`config.mk`:
```
export PLATFORM = sky130hd
export DESIGN_NAME = dpwm_timer
export DESIGN_NICKNAME = d
export VERILOG_FILES = /design/src/rtl/pwm_pkg.sv /design/src/rtl/pwm_period_counter.sv /design/src/rtl/pwm_edge_channel.sv /design/src/rtl/pwm_capture.sv /design/src/rtl/dpwm_timer.sv
export SDC_FILE = /design/constraint.sdc
export NUM_CORES = 2
export LEC_CHECK = 0
export ABC_AREA = 1
export BUFFER_PORTS_ARGS = -buffer_cell sky130_fd_sc_hd__buf_2
export CAP_MARGIN = 20
export CELL_PAD_IN_SITES_DETAIL_PLACEMENT = 1
export CELL_PAD_IN_SITES_GLOBAL_PLACEMENT = 2
export CORE_UTILIZATION = 41
export CTS_BUF_LIST = sky130_fd_sc_hd__clkbuf_4 sky130_fd_sc_hd__clkbuf_8
export DETAILED_ROUTE_END_ITERATION = 7
export GPL_ROUTABILITY_DRIVEN = 0
export MAX_ROUTING_LAYER = met4
export PLACE_DENSITY = 0.95
export RECOVER_POWER = 100
export SETUP_SLACK_MARGIN = 0.15
export SLEW_MARGIN = 20
export SYNTH_ARGS = -nofsm -noshare
export SYNTH_HDL_FRONTEND = slang
export SYNTH_SLANG_ARGS = --single-unit
```
`constraint.sdc`:
```
create_clock -name clk -period 5.2 [get_ports clk]
set_input_delay 1.04 -clock clk [delete_from_list [all_inputs] [get_ports clk]]
set_output_delay 1.04 -clock clk [all_outputs]
set_load 0.005 [all_outputs]
```
`src/rtl/pwm_pkg.sv`:
```
package pwm_pkg;
  localparam int ADDR_W = 5;
  localparam int DATA_W = 32;
  localparam int A_CTRL    = 0;
  localparam int A_PRESC   = 1;
  localparam int A_PERIOD  = 2;
  localparam int A_SYNC    = 3;
  localparam int A_TRAPPAT = 4;
  localparam int A_TRAPREL = 5;
  localparam int A_IRQEN   = 6;
  localparam int A_IRQCLR  = 7;
  localparam int A_CAPSEL  = 8;
  localparam int A_GATE    = 9;
  localparam int A_CHBASE  = 16;
  localparam int CTL_RUN    = 0;
  localparam int CTL_ONCE   = 1;
  localparam int CTL_FOLLOW = 2;
endpackage

```
`src/rtl/pwm_period_counter.sv`:
```
module pwm_period_counter #(
  parameter int CW = 16
) (
  input  logic          clk,
  input  logic          rst_n,
  input  logic          restart,
  input  logic          run_val,
  input  logic          once,
  input  logic [CW-1:0] presc_b,
  input  logic [CW-1:0] period_b,
  input  logic [CW-1:0] sync_b,
  output logic          running,
  output logic          tick,
  output logic          wrap,
  output logic          load,
  output logic [CW-1:0] cnt,
  output logic [CW-1:0] cnt_next,
  output logic          sync_pulse
);
  logic [CW-1:0] presc_a, period_a, sync_a, pcnt;

  assign tick       = running && (pcnt == presc_a);
  assign wrap       = tick && (cnt == period_a);
  assign cnt_next   = wrap ? '0 : cnt + 1'b1;
  assign load       = !running || wrap || restart;
  assign sync_pulse = tick && (cnt == sync_a);

  always_ff @(posedge clk) begin
    if (!rst_n) begin
      presc_a  <= '0;
      period_a <= '0;
      sync_a   <= '0;
      pcnt     <= '0;
      cnt      <= '0;
      running  <= 1'b0;
    end else begin
      if (load) begin
        presc_a  <= presc_b;
        period_a <= period_b;
        sync_a   <= sync_b;
      end
      if (restart) begin
        running <= run_val;
        cnt     <= '0;
        pcnt    <= '0;
      end else if (running) begin
        pcnt <= tick ? '0 : pcnt + 1'b1;
        if (tick) begin
          cnt <= cnt_next;
          if (wrap && once) running <= 1'b0;
        end
      end
    end
  end
endmodule

```
`src/rtl/pwm_edge_channel.sv`:
```
module pwm_edge_channel #(
  parameter int CW = 16
) (
  input  logic          clk,
  input  logic          rst_n,
  input  logic          load,
  input  logic          tick,
  input  logic          running,
  input  logic [CW-1:0] cnt,
  input  logic [CW-1:0] cnt_next,
  input  logic [CW-1:0] on_b,
  input  logic [CW-1:0] off_b,
  output logic          level,
  output logic          ev_on,
  output logic          ev_off
);
  logic [CW-1:0] on_a, off_a;

  assign level  = running && (cnt >= on_a) && (cnt < off_a);
  assign ev_on  = tick && (cnt_next == on_a);
  assign ev_off = tick && (cnt_next == off_a);

  always_ff @(posedge clk) begin
    if (!rst_n) begin
      on_a  <= '0;
      off_a <= '0;
    end else if (load) begin
      on_a  <= on_b;
      off_a <= off_b;
    end
  end
endmodule

```
`src/rtl/pwm_capture.sv`:
```
module pwm_capture #(
  parameter int CW = 16
) (
  input  logic          clk,
  input  logic          rst_n,
  input  logic          pin,
  input  logic [1:0]    edge_sel,
  input  logic [CW-1:0] cnt,
  output logic [CW-1:0] value,
  output logic          event_o
);
  logic prev;

  assign event_o = (pin && !prev && edge_sel[0]) || (!pin && prev && edge_sel[1]);

  always_ff @(posedge clk) begin
    if (!rst_n) begin
      prev  <= 1'b0;
      value <= '0;
    end else begin
      prev <= pin;
      if (event_o) value <= cnt;
    end
  end
endmodule

```
`src/rtl/dpwm_timer.sv`:
```
module dpwm_timer
  import pwm_pkg::*;
#(
  parameter int NCH  = 6,
  parameter int NCAP = 3,
  parameter int CW   = 16
) (
  input  logic                       clk,
  input  logic                       rst_n,
  input  logic                       wr_en,
  input  logic [4:0]                 wr_addr,
  input  logic [31:0]                wr_data,
  input  logic                       trap_in,
  input  logic [NCAP-1:0]            cap_in,
  input  logic                       carrier_in,
  input  logic                       sync_in,
  output logic [NCH-1:0]             pwm_out,
  output logic                       sync_out,
  output logic [CW-1:0]              count_out,
  output logic [NCAP*CW-1:0]         cap_data,
  output logic [2*NCH+NCAP+1:0]      irq_flags,
  output logic                       irq
);
  localparam int NFLAG    = 2*NCH + NCAP + 2;
  localparam int CAP_BIT  = 2*NCH;
  localparam int WRAP_BIT = 2*NCH + NCAP;
  localparam int TRAP_BIT = WRAP_BIT + 1;

  logic [2:0]        ctrl_q;
  logic [CW-1:0]     presc_b, period_b, sync_b;
  logic [NCH-1:0]    trap_pat_q, gate_q;
  logic [NFLAG-1:0]  irq_en_q, flags_q, events, clr_mask;
  logic [2*NCAP-1:0] cap_sel_q;
  logic [CW-1:0]     on_b  [NCH];
  logic [CW-1:0]     off_b [NCH];
  logic              trap_q, trap_new;
  logic              restart_w, run_val_w, run_w, tick_w, wrap_w, load_w;
  logic [CW-1:0]     cnt_w, cnt_next_w;
  logic [NCH-1:0]    level_w, ev_on_w, ev_off_w;
  logic [NCAP-1:0]   cap_ev_w;

  function automatic logic hit(input logic [4:0] a, input int target);
    return wr_en && (a == ADDR_W'(target));
  endfunction

  assign restart_w = hit(wr_addr, A_CTRL) || (ctrl_q[CTL_FOLLOW] && sync_in);
  assign run_val_w = hit(wr_addr, A_CTRL) ? wr_data[CTL_RUN] : 1'b1;

  always_ff @(posedge clk) begin
    if (!rst_n) begin
      ctrl_q     <= '0;
      presc_b    <= '0;
      period_b   <= '0;
      sync_b     <= '0;
      trap_pat_q <= '0;
      gate_q     <= '0;
      irq_en_q   <= '0;
      cap_sel_q  <= '0;
    end else begin
      if (hit(wr_addr, A_CTRL))    ctrl_q     <= wr_data[2:0];
      if (hit(wr_addr, A_PRESC))   presc_b    <= wr_data[CW-1:0];
      if (hit(wr_addr, A_PERIOD))  period_b   <= wr_data[CW-1:0];
      if (hit(wr_addr, A_SYNC))    sync_b     <= wr_data[CW-1:0];
      if (hit(wr_addr, A_TRAPPAT)) trap_pat_q <= wr_data[NCH-1:0];
      if (hit(wr_addr, A_GATE))    gate_q     <= wr_data[NCH-1:0];
      if (hit(wr_addr, A_IRQEN))   irq_en_q   <= wr_data[NFLAG-1:0];
      if (hit(wr_addr, A_CAPSEL))  cap_sel_q  <= wr_data[2*NCAP-1:0];
    end
  end

  pwm_period_counter #(.CW(CW)) u_cnt (
    .clk(clk), .rst_n(rst_n), .restart(restart_w), .run_val(run_val_w),
    .once(ctrl_q[CTL_ONCE]), .presc_b(presc_b), .period_b(period_b), .sync_b(sync_b),
    .running(run_w), .tick(tick_w), .wrap(wrap_w), .load(load_w),
    .cnt(cnt_w), .cnt_next(cnt_next_w), .sync_pulse(sync_out)
  );

  for (genvar i = 0; i < NCH; i++) begin : g_ch
    always_ff @(posedge clk) begin
      if (!rst_n) begin
        on_b[i]  <= '0;
        off_b[i] <= '0;
      end else begin
        if (hit(wr_addr, A_CHBASE + 2*i))     on_b[i]  <= wr_data[CW-1:0];
        if (hit(wr_addr, A_CHBASE + 2*i + 1)) off_b[i] <= wr_data[CW-1:0];
      end
    end

    pwm_edge_channel #(.CW(CW)) u_ch (
      .clk(clk), .rst_n(rst_n), .load(load_w), .tick(tick_w), .running(run_w),
      .cnt(cnt_w), .cnt_next(cnt_next_w), .on_b(on_b[i]), .off_b(off_b[i]),
      .level(level_w[i]), .ev_on(ev_on_w[i]), .ev_off(ev_off_w[i])
    );

    assign pwm_out[i]      = trap_q ? trap_pat_q[i] : (level_w[i] && (!gate_q[i] || carrier_in));
    assign events[2*i]     = ev_on_w[i];
    assign events[2*i + 1] = ev_off_w[i];
  end

  for (genvar j = 0; j < NCAP; j++) begin : g_cap
    pwm_capture #(.CW(CW)) u_cap (
      .clk(clk), .rst_n(rst_n), .pin(cap_in[j]), .edge_sel(cap_sel_q[2*j +: 2]),
      .cnt(cnt_w), .value(cap_data[CW*j +: CW]), .event_o(cap_ev_w[j])
    );
    assign events[CAP_BIT + j] = cap_ev_w[j];
  end

  assign trap_new           = trap_in && !trap_q;
  assign events[WRAP_BIT]   = wrap_w;
  assign events[TRAP_BIT]   = trap_new;
  assign clr_mask           = hit(wr_addr, A_IRQCLR) ? wr_data[NFLAG-1:0] : '0;

  always_ff @(posedge clk) begin
    if (!rst_n) begin
      trap_q  <= 1'b0;
      flags_q <= '0;
    end else begin
      if (trap_in)                       trap_q <= 1'b1;
      else if (hit(wr_addr, A_TRAPREL))  trap_q <= 1'b0;
      flags_q <= (flags_q & ~clr_mask) | events;
    end
  end

  assign count_out = cnt_w;
  assign irq_flags = flags_q;
  assign irq       = |(flags_q & irq_en_q);
endmodule

```
Yosys cells after proc, flatten, opt, wreduce, memory -nomap -nowiden. Memory sizes are Yosys's and may differ from the RTL's. A register that Yosys moved wholly into a read port is not among the register bits. Cells that the tools add are included.

Output and inout bits: 89. Flip-flop bits (word level): 236. Input bits: 46. Logic and storage cells: 269. Memories kept: 2. Memory bits (writable): 192.

Add/sub/neg operators: 2. Mux-type cells: 65. Order comparisons: 12. Equal/unequal tests: 36. Bitwise operators: 17. Reductions and logical operators: 113.

Memories: off_b (words 6, bits a word 16, read ports 6, clocked after memory_dff 6, write ports 6, line dpwm_timer.sv:35) `logic [CW-1:0] off_b [NCH];`; on_b (words 6, bits a word 16, read ports 6, clocked after memory_dff 6, write ports 6, line dpwm_timer.sv:34) `logic [CW-1:0] on_b [NCH];`.

Operators by type and width (number): $eq 16x16->1 (15); $mux 16 (14); $ge 16x16->1 (6); $lt 16x16->1 (6); $logic_and 1x1->1 (70); $eq 5x5->1 const B (12); $mux 1 (50); $and 17x17->17 (2); $add 16x1->16 const B (2); $logic_not 1->1 (26); $eq 5x3->1 const B (4); $mux 17 (1); $not 17->17 (1); $or 17x17->17 (1); $reduce_or 17->1 (1); $logic_or 1x1->1 (12); $or 1x1->1 (12); $eq 5x2->1 const B (2); $eq 5x4->1 const B (2); $eq 5x1->1 const B (1); $logic_not 5->1 (1); $reduce_and 2->1 (1); $reduce_bool 2->1 (1); $reduce_or 2->1 (1); $not 1->1 (1).

Logic depth before layout (Yosys ltp).
Depth after elaboration: 8. Gate-level depth with buffers: 20. Depth with buffers taken out: 17.

Hierarchy. Synthesis repeated with hierarchy kept, for this count alone.

Cell total of the unflattened synthesis: 4006. Area, all modules: 31654.1 um2.

Modules (own cells, without submodules): pwm_edge_channel (sequential area each 640.6 um2, cells an instance 312, area an instance 2219.6 um2, instances 6); dpwm_timer (sequential area each 7827.5 um2, cells an instance 1032, area an instance 11040.6 um2, instances 1); pwm_period_counter (sequential area each 1621.6 um2, cells an instance 763, area an instance 4949.7 um2, instances 1); pwm_capture (sequential area each 340.3 um2, cells an instance 113, area an instance 782.0 um2, instances 3).

Least setup slack after synthesis. Ideal clock, no wire load.

Kind: flip-flop to output port. Start: reg u_cnt.cnt[0]. End: out pwm_out[3]. Required time: 4.160 ns. Arrival time: 2.153 ns. Cell stages (with the launch flop): 17. Path slack: 2.007 ns. Path buffers: 2. Cells stage by stage: dfxtp_1 -> buf_2 -> inv_1 -> buf_1 -> ha_1 -> o21ai_0 -> a21oi_1 -> o21ai_0 -> nand2_1 -> nand2_1 -> nand2_1 -> nand2_1 -> nand2_1 -> nand2_1 -> nand2_1 -> a21oi_1 -> o22ai_1.

Cells in the longest elaborated chain, start to end: 5. Elaborated cells on any way between the ends: 6. Classes of those cells: 2 x order compare; 1 x mux; 3 x reduce/logical.

RTL lines: start, declared (line pwm_period_counter.sv:16) `output logic [CW-1:0] cnt,`; start signal, assigned (line pwm_period_counter.sv:49) `cnt <= cnt_next;`; $ge 16x16->1 (line pwm_edge_channel.sv:19) `assign level = running && (cnt >= on_a) && (cnt < off_a);`; $logic_and 1x1->1 (line pwm_edge_channel.sv:19); $logic_and 1x1->1 (*) (line pwm_edge_channel.sv:19); $logic_and 1x1->1 (*) (line dpwm_timer.sv:95) `assign pwm_out[i] = trap_q ? trap_pat_q[i] : (level_w[i] && (!gate_q[i] || carrier_in));`; $mux 1 (*) (line dpwm_timer.sv:95); end, declared (line dpwm_timer.sv:17) `output logic [NCH-1:0] pwm_out,`.

Every way passes the cells marked *; elsewhere a longest branch is shown, timed or not.

Final worst setup path.
Start: reg u_cnt.cnt[15]. End: out pwm_out[3].

Same word-level chain as after synthesis.

==> out/results.tsv <==
stage	metric	value	unit
global_routing	antenna violations before repair	5	
timing	slew of the pin with the lowest slew margin	2.99	ns
hold_path	hold-critical path endpoint	g_cap[0].u_cap.value[2]$_SDFFE_PN0P_	
status	outcome	finished, violations left	
hold_path	class of the worst hold path	reg2reg	
yosys	number of enable flip-flop cells after synthesis	192	
timing	final hold viol count	0	
timing	upper clock frequency limit	199	MHz
detailed_routing	via count	29200	
die	die height	275	um
critical_path	critical path required time	4.16	ns
yosys	per-instance average area after synthesis	7.73	um^2
critical_path	Data arrival, critical path	3.98	ns
timing	RSZ-0062 raised after global routing	false	
detailed_routing	DRC violation count after routing	4	
finish	cell area after layout	34600	um^2
power	combinational share of power	15.1	%
power	Internal Dissipation	0.00844	W
critical_path	reg2reg start	u_cnt.cnt[0]$_SDFFE_PP0P_	
critical_path	type of the worst setup path	reg2out	
yosys	top cells by area in the synthesized netlist	sky130_fd_sc_hd__dfxtp_1 28%, sky130_fd_sc_hd__edfxtp_1 19%, sky130_fd_sc_hd__nand2_1 9.5%	
power	worst-case vdd ir drop	0.000240	V
global_routing	grt ovf	0	
timing	Fin Clk Skew	0.0527	ns
yosys	share of flip-flops with an asynchronous set or reset	0	%
clocking	total of cells resized after clock tree synthesis	0	
clocking	Clock H-tree levels	3	
critical_path	worst flop-to-flop path endpoint	irq_flags[9]$_SDFF_PN0_	
die	number of standard-cell rows in the floorplan	99	
place	Post-DP Area	32400	um^2
global_routing	first-pass GRT wire length	182000	um
clocking	Post-CTS Repair Setup Buffers	0	
yosys	Synth Register Bits	619	
clocking	hold-fix buffers at CTS	0	
die	chip width	275	um
clocking	TritonCTS clock tree	yes	
job	# Max-Cap Violations	3	
place	HPWL Detailed	81400	um
finish	Layout Area Growth over Synthesis	13.5	%
timing	crit path time final	5.02	ns
timing	TNS Setup	0	ns
yosys	biggest area consumer among synthesized cells	sky130_fd_sc_hd__dfxtp_1	
place	port buffer count	119	
power	switching component of the power	0.00369	W
clocking	clk sinks	619	
yosys	YS warnings	0	
critical_path	flop2flop setup slack	0.36	ns
global_routing	overall fraction of global-route tracks in use	33.9	%
hold_path	startpoint of the lowest-slack hold path	g_cap[0].u_cap.value[2]$_SDFFE_PN0P_	
finish	commonest non-fill, non-tap cell in the layout	sky130_fd_sc_hd__nand2_1	
yosys	Net Count, Synth	4178	
detailed_routing	number of violations reported at the end of detailed-routing iteration 0	2984	
critical_path	Setup crit start kind	flip-flop	
status	violations in the final reports	DRC, capacitance limit, slew limit	
power	total power	0.0121	W
critical_path	Max FO, Critical Path	11	
detailed_routing	via density per instance	5.69	
power	power density over cell area	350	nW/um^2
finish	Post-layout nets	4307	
power	net switching fraction of the power	30.4	%
power	relative contribution of the clock network to total power	40.3	%
timing	final number of setup-violating endpoints	0	
critical_path	sort of element at the end of the critical path	output pin	
hold_path	Hold Path Cell Cnt	2	
yosys	cell count after synthesis	3944	
finish	share of layout cells above drive strength 1	9.64	%
finish	top library cells by usage in the layout, fill and taps aside	771 x sky130_fd_sc_hd__nand2_1, 480 x sky130_fd_sc_hd__a21oi_1, 463 x sky130_fd_sc_hd__nor2_1	
clocking	maximum buffer depth of the clock tree	3	
timing	worst-case hold slack	0.443	ns
timing	remaining max-slew budget at the tightest pin	-99.5	%
detailed_routing	routed wire length per instance	24.4	um
yosys	top-area cell type share of the netlist area	28.0	%
die	Boundary Pins	135	
global_routing	pin count of the biggest net entering global routing	193	
die	effective utilization at floorplan	41.6	%
clocking	clock-pin slew reported for the worst setup and hold paths after clock tree synthesis	0.06	ns
power	fraction of power consumed by sequential logic	44.7	%
detailed_routing	antenna violation net count after detailed routing	0	
yosys	Netlist Area Pre-Place	30500	um^2
critical_path	number of cells on the worst reg-to-reg path	19	
clocking	clock latency on the worst-skew pair	0.76	ns
detailed_routing	1st-pass router iterations	7	
die	Core ar.	73300	um^2
yosys	proportion of synthesized chip area in sequential cells	46.9	%
detailed_routing	total wire length	125000	um
die	area of the die	75500	um^2
clocking	clock tree root driver cell	sky130_fd_sc_hd__clkbuf_8	
timing	period utilisation layout	96.5	%
yosys	Most used DFF post-synth	sky130_fd_sc_hd__dfxtp_1	
timing	total count of max-transition violations in the final report	243	
clocking	number of CTS-inserted buffers	110	
timing	final worst slack	0.184	ns
power	LEAKAGE	14.9	nW
global_routing	vias in the first global route	28300	
place	worst slack after detailed placement	1.06	ns
yosys	Netlist cell types	43	
synthesized netlist by cell type, types with 5 or more instances:
master	number
sky130_fd_sc_hd__a221oi_1	5
sky130_fd_sc_hd__xor2_1	38
sky130_fd_sc_hd__dfxtp_1	427
sky130_fd_sc_hd__buf_2	45
sky130_fd_sc_hd__o21ai_0	359
sky130_fd_sc_hd__o22ai_1	23
sky130_fd_sc_hd__clkbuf_1	151
sky130_fd_sc_hd__a211oi_1	9
sky130_fd_sc_hd__a31oi_1	6
sky130_fd_sc_hd__o211ai_1	13
sky130_fd_sc_hd__nor3_1	27
sky130_fd_sc_hd__a21boi_0	5
sky130_fd_sc_hd__edfxtp_1	192
sky130_fd_sc_hd__ha_1	188
sky130_fd_sc_hd__nand4_1	24
sky130_fd_sc_hd__a21oi_1	480
sky130_fd_sc_hd__nand3_1	234
sky130_fd_sc_hd__buf_1	7
sky130_fd_sc_hd__nor2_1	468
sky130_fd_sc_hd__or2_2	5
sky130_fd_sc_hd__inv_1	420
sky130_fd_sc_hd__nand2_1	770
flip-flops by register name, indices dropped and copies added (netlist names), 2 cells and up:
register	count
u_cnt.period_a	16
irq_flags	17
off_b	96
u_cnt.presc_a	16
g_cap.u_cap.value	48
irq_en_q	17
u_cnt.pcnt	16
cap_sel_q	6
gate_q	6
sync_b	16
period_b	16
u_cnt.cnt	16
g_cap.u_cap.prev	3
g_ch.u_ch.off_a	96
on_b	96
u_cnt.sync_a	16
g_ch.u_ch.on_a	96
presc_b	16
ctrl_q	2
trap_pat_q	6
worst max-delay path, stage by stage (launching register included):
cell	delay [ns]
sky130_fd_sc_hd__dfxtp_1	0.34
sky130_fd_sc_hd__clkbuf_1	1.10
sky130_fd_sc_hd__ha_1	0.44
sky130_fd_sc_hd__nand4_1	0.14
sky130_fd_sc_hd__a21oi_1	0.07
sky130_fd_sc_hd__a211oi_1	0.17
sky130_fd_sc_hd__nand4_1	0.21
sky130_fd_sc_hd__o22ai_1	0.53
sky130_fd_sc_hd__clkbuf_2	0.22
worst max-delay path by stage:
stage / from / end / slack, ns
after floorplan: u_cnt.cnt[0]$_SDFFE_PP0P_ / pwm_out[3] / 2.01
after global placement: u_cnt.running$_SDFF_PN0_ / irq_flags[9]$_SDFF_PN0_ / 1.11
after detailed placement: u_cnt.running$_SDFF_PN0_ / irq_flags[9]$_SDFF_PN0_ / 1.06
after CTS: u_cnt.cnt[1]$_SDFFE_PP0P_ / pwm_out[2] / 0.31
after global routing: u_cnt.cnt[0]$_SDFFE_PP0P_ / g_ch[1].u_ch.off_a[3]$_SDFFE_PN0P_ / 0.12
final: u_cnt.cnt[15]$_SDFFE_PP0P_ / pwm_out[3] / 0.18
layout make-up:
type	instances	area, um^2
Clock buffer	171	2120
Inverter	427	1610
Antenna cell	3	7.51
Fill cell	9196	38700
Sequential cell	619	14300
Tap cell	959	1200
Timing Repair Buffer	222	1320
Multi-Input combinational cell	2693	13800
Clock inverter	37	244
power groups by stage:
| stage | logic [W] | clock network, W | registers [W] |
|---|---|---|---|
| finish | 0.00183 | 0.00488 | 0.00542 |
| global route | 0.00201 | 0.00513 | 0.00545 |
| CTS | 0.00180 | 0.00493 | 0.00542 |
| detailed placement | 0.00178 | 0 | 0.00552 |
| global placement | 0.00173 | 0 | 0.00550 |
| floorplan | 0.00118 | 0 | 0.00548 |
metrics by stage:
step | cells | util [%]
after floorplan | 3944 | -
after global placement | 4919 | 44.1
after detailed placement | 4920 | 44.2
after CTS | 5128 | 47.4
after global routing | 5131 | 47.2
final | 5131 | 47.2
kinds of logic after synthesis:
logic type,synth area share (%)
AOI/OAI and AO/OA,15.7
and+or+nand+nor,20.4
adders and majority gates,7.71
DFF,46.9
buffers and inverters,8.00
xor gates and xnor gates,1.21
layer usage:
metal / vias up / share of wire [%] / GRT usage (%)
li1: 13300 / - / -
met4: 0 / 4.5 / 14.0
met1: 14300 / 42 / 44.9
met2: 1301 / 44 / 51.1
met5: - / 0 / -
met3: 310 / 9.4 / 5.86
Power figures use the tool's default switching activity.
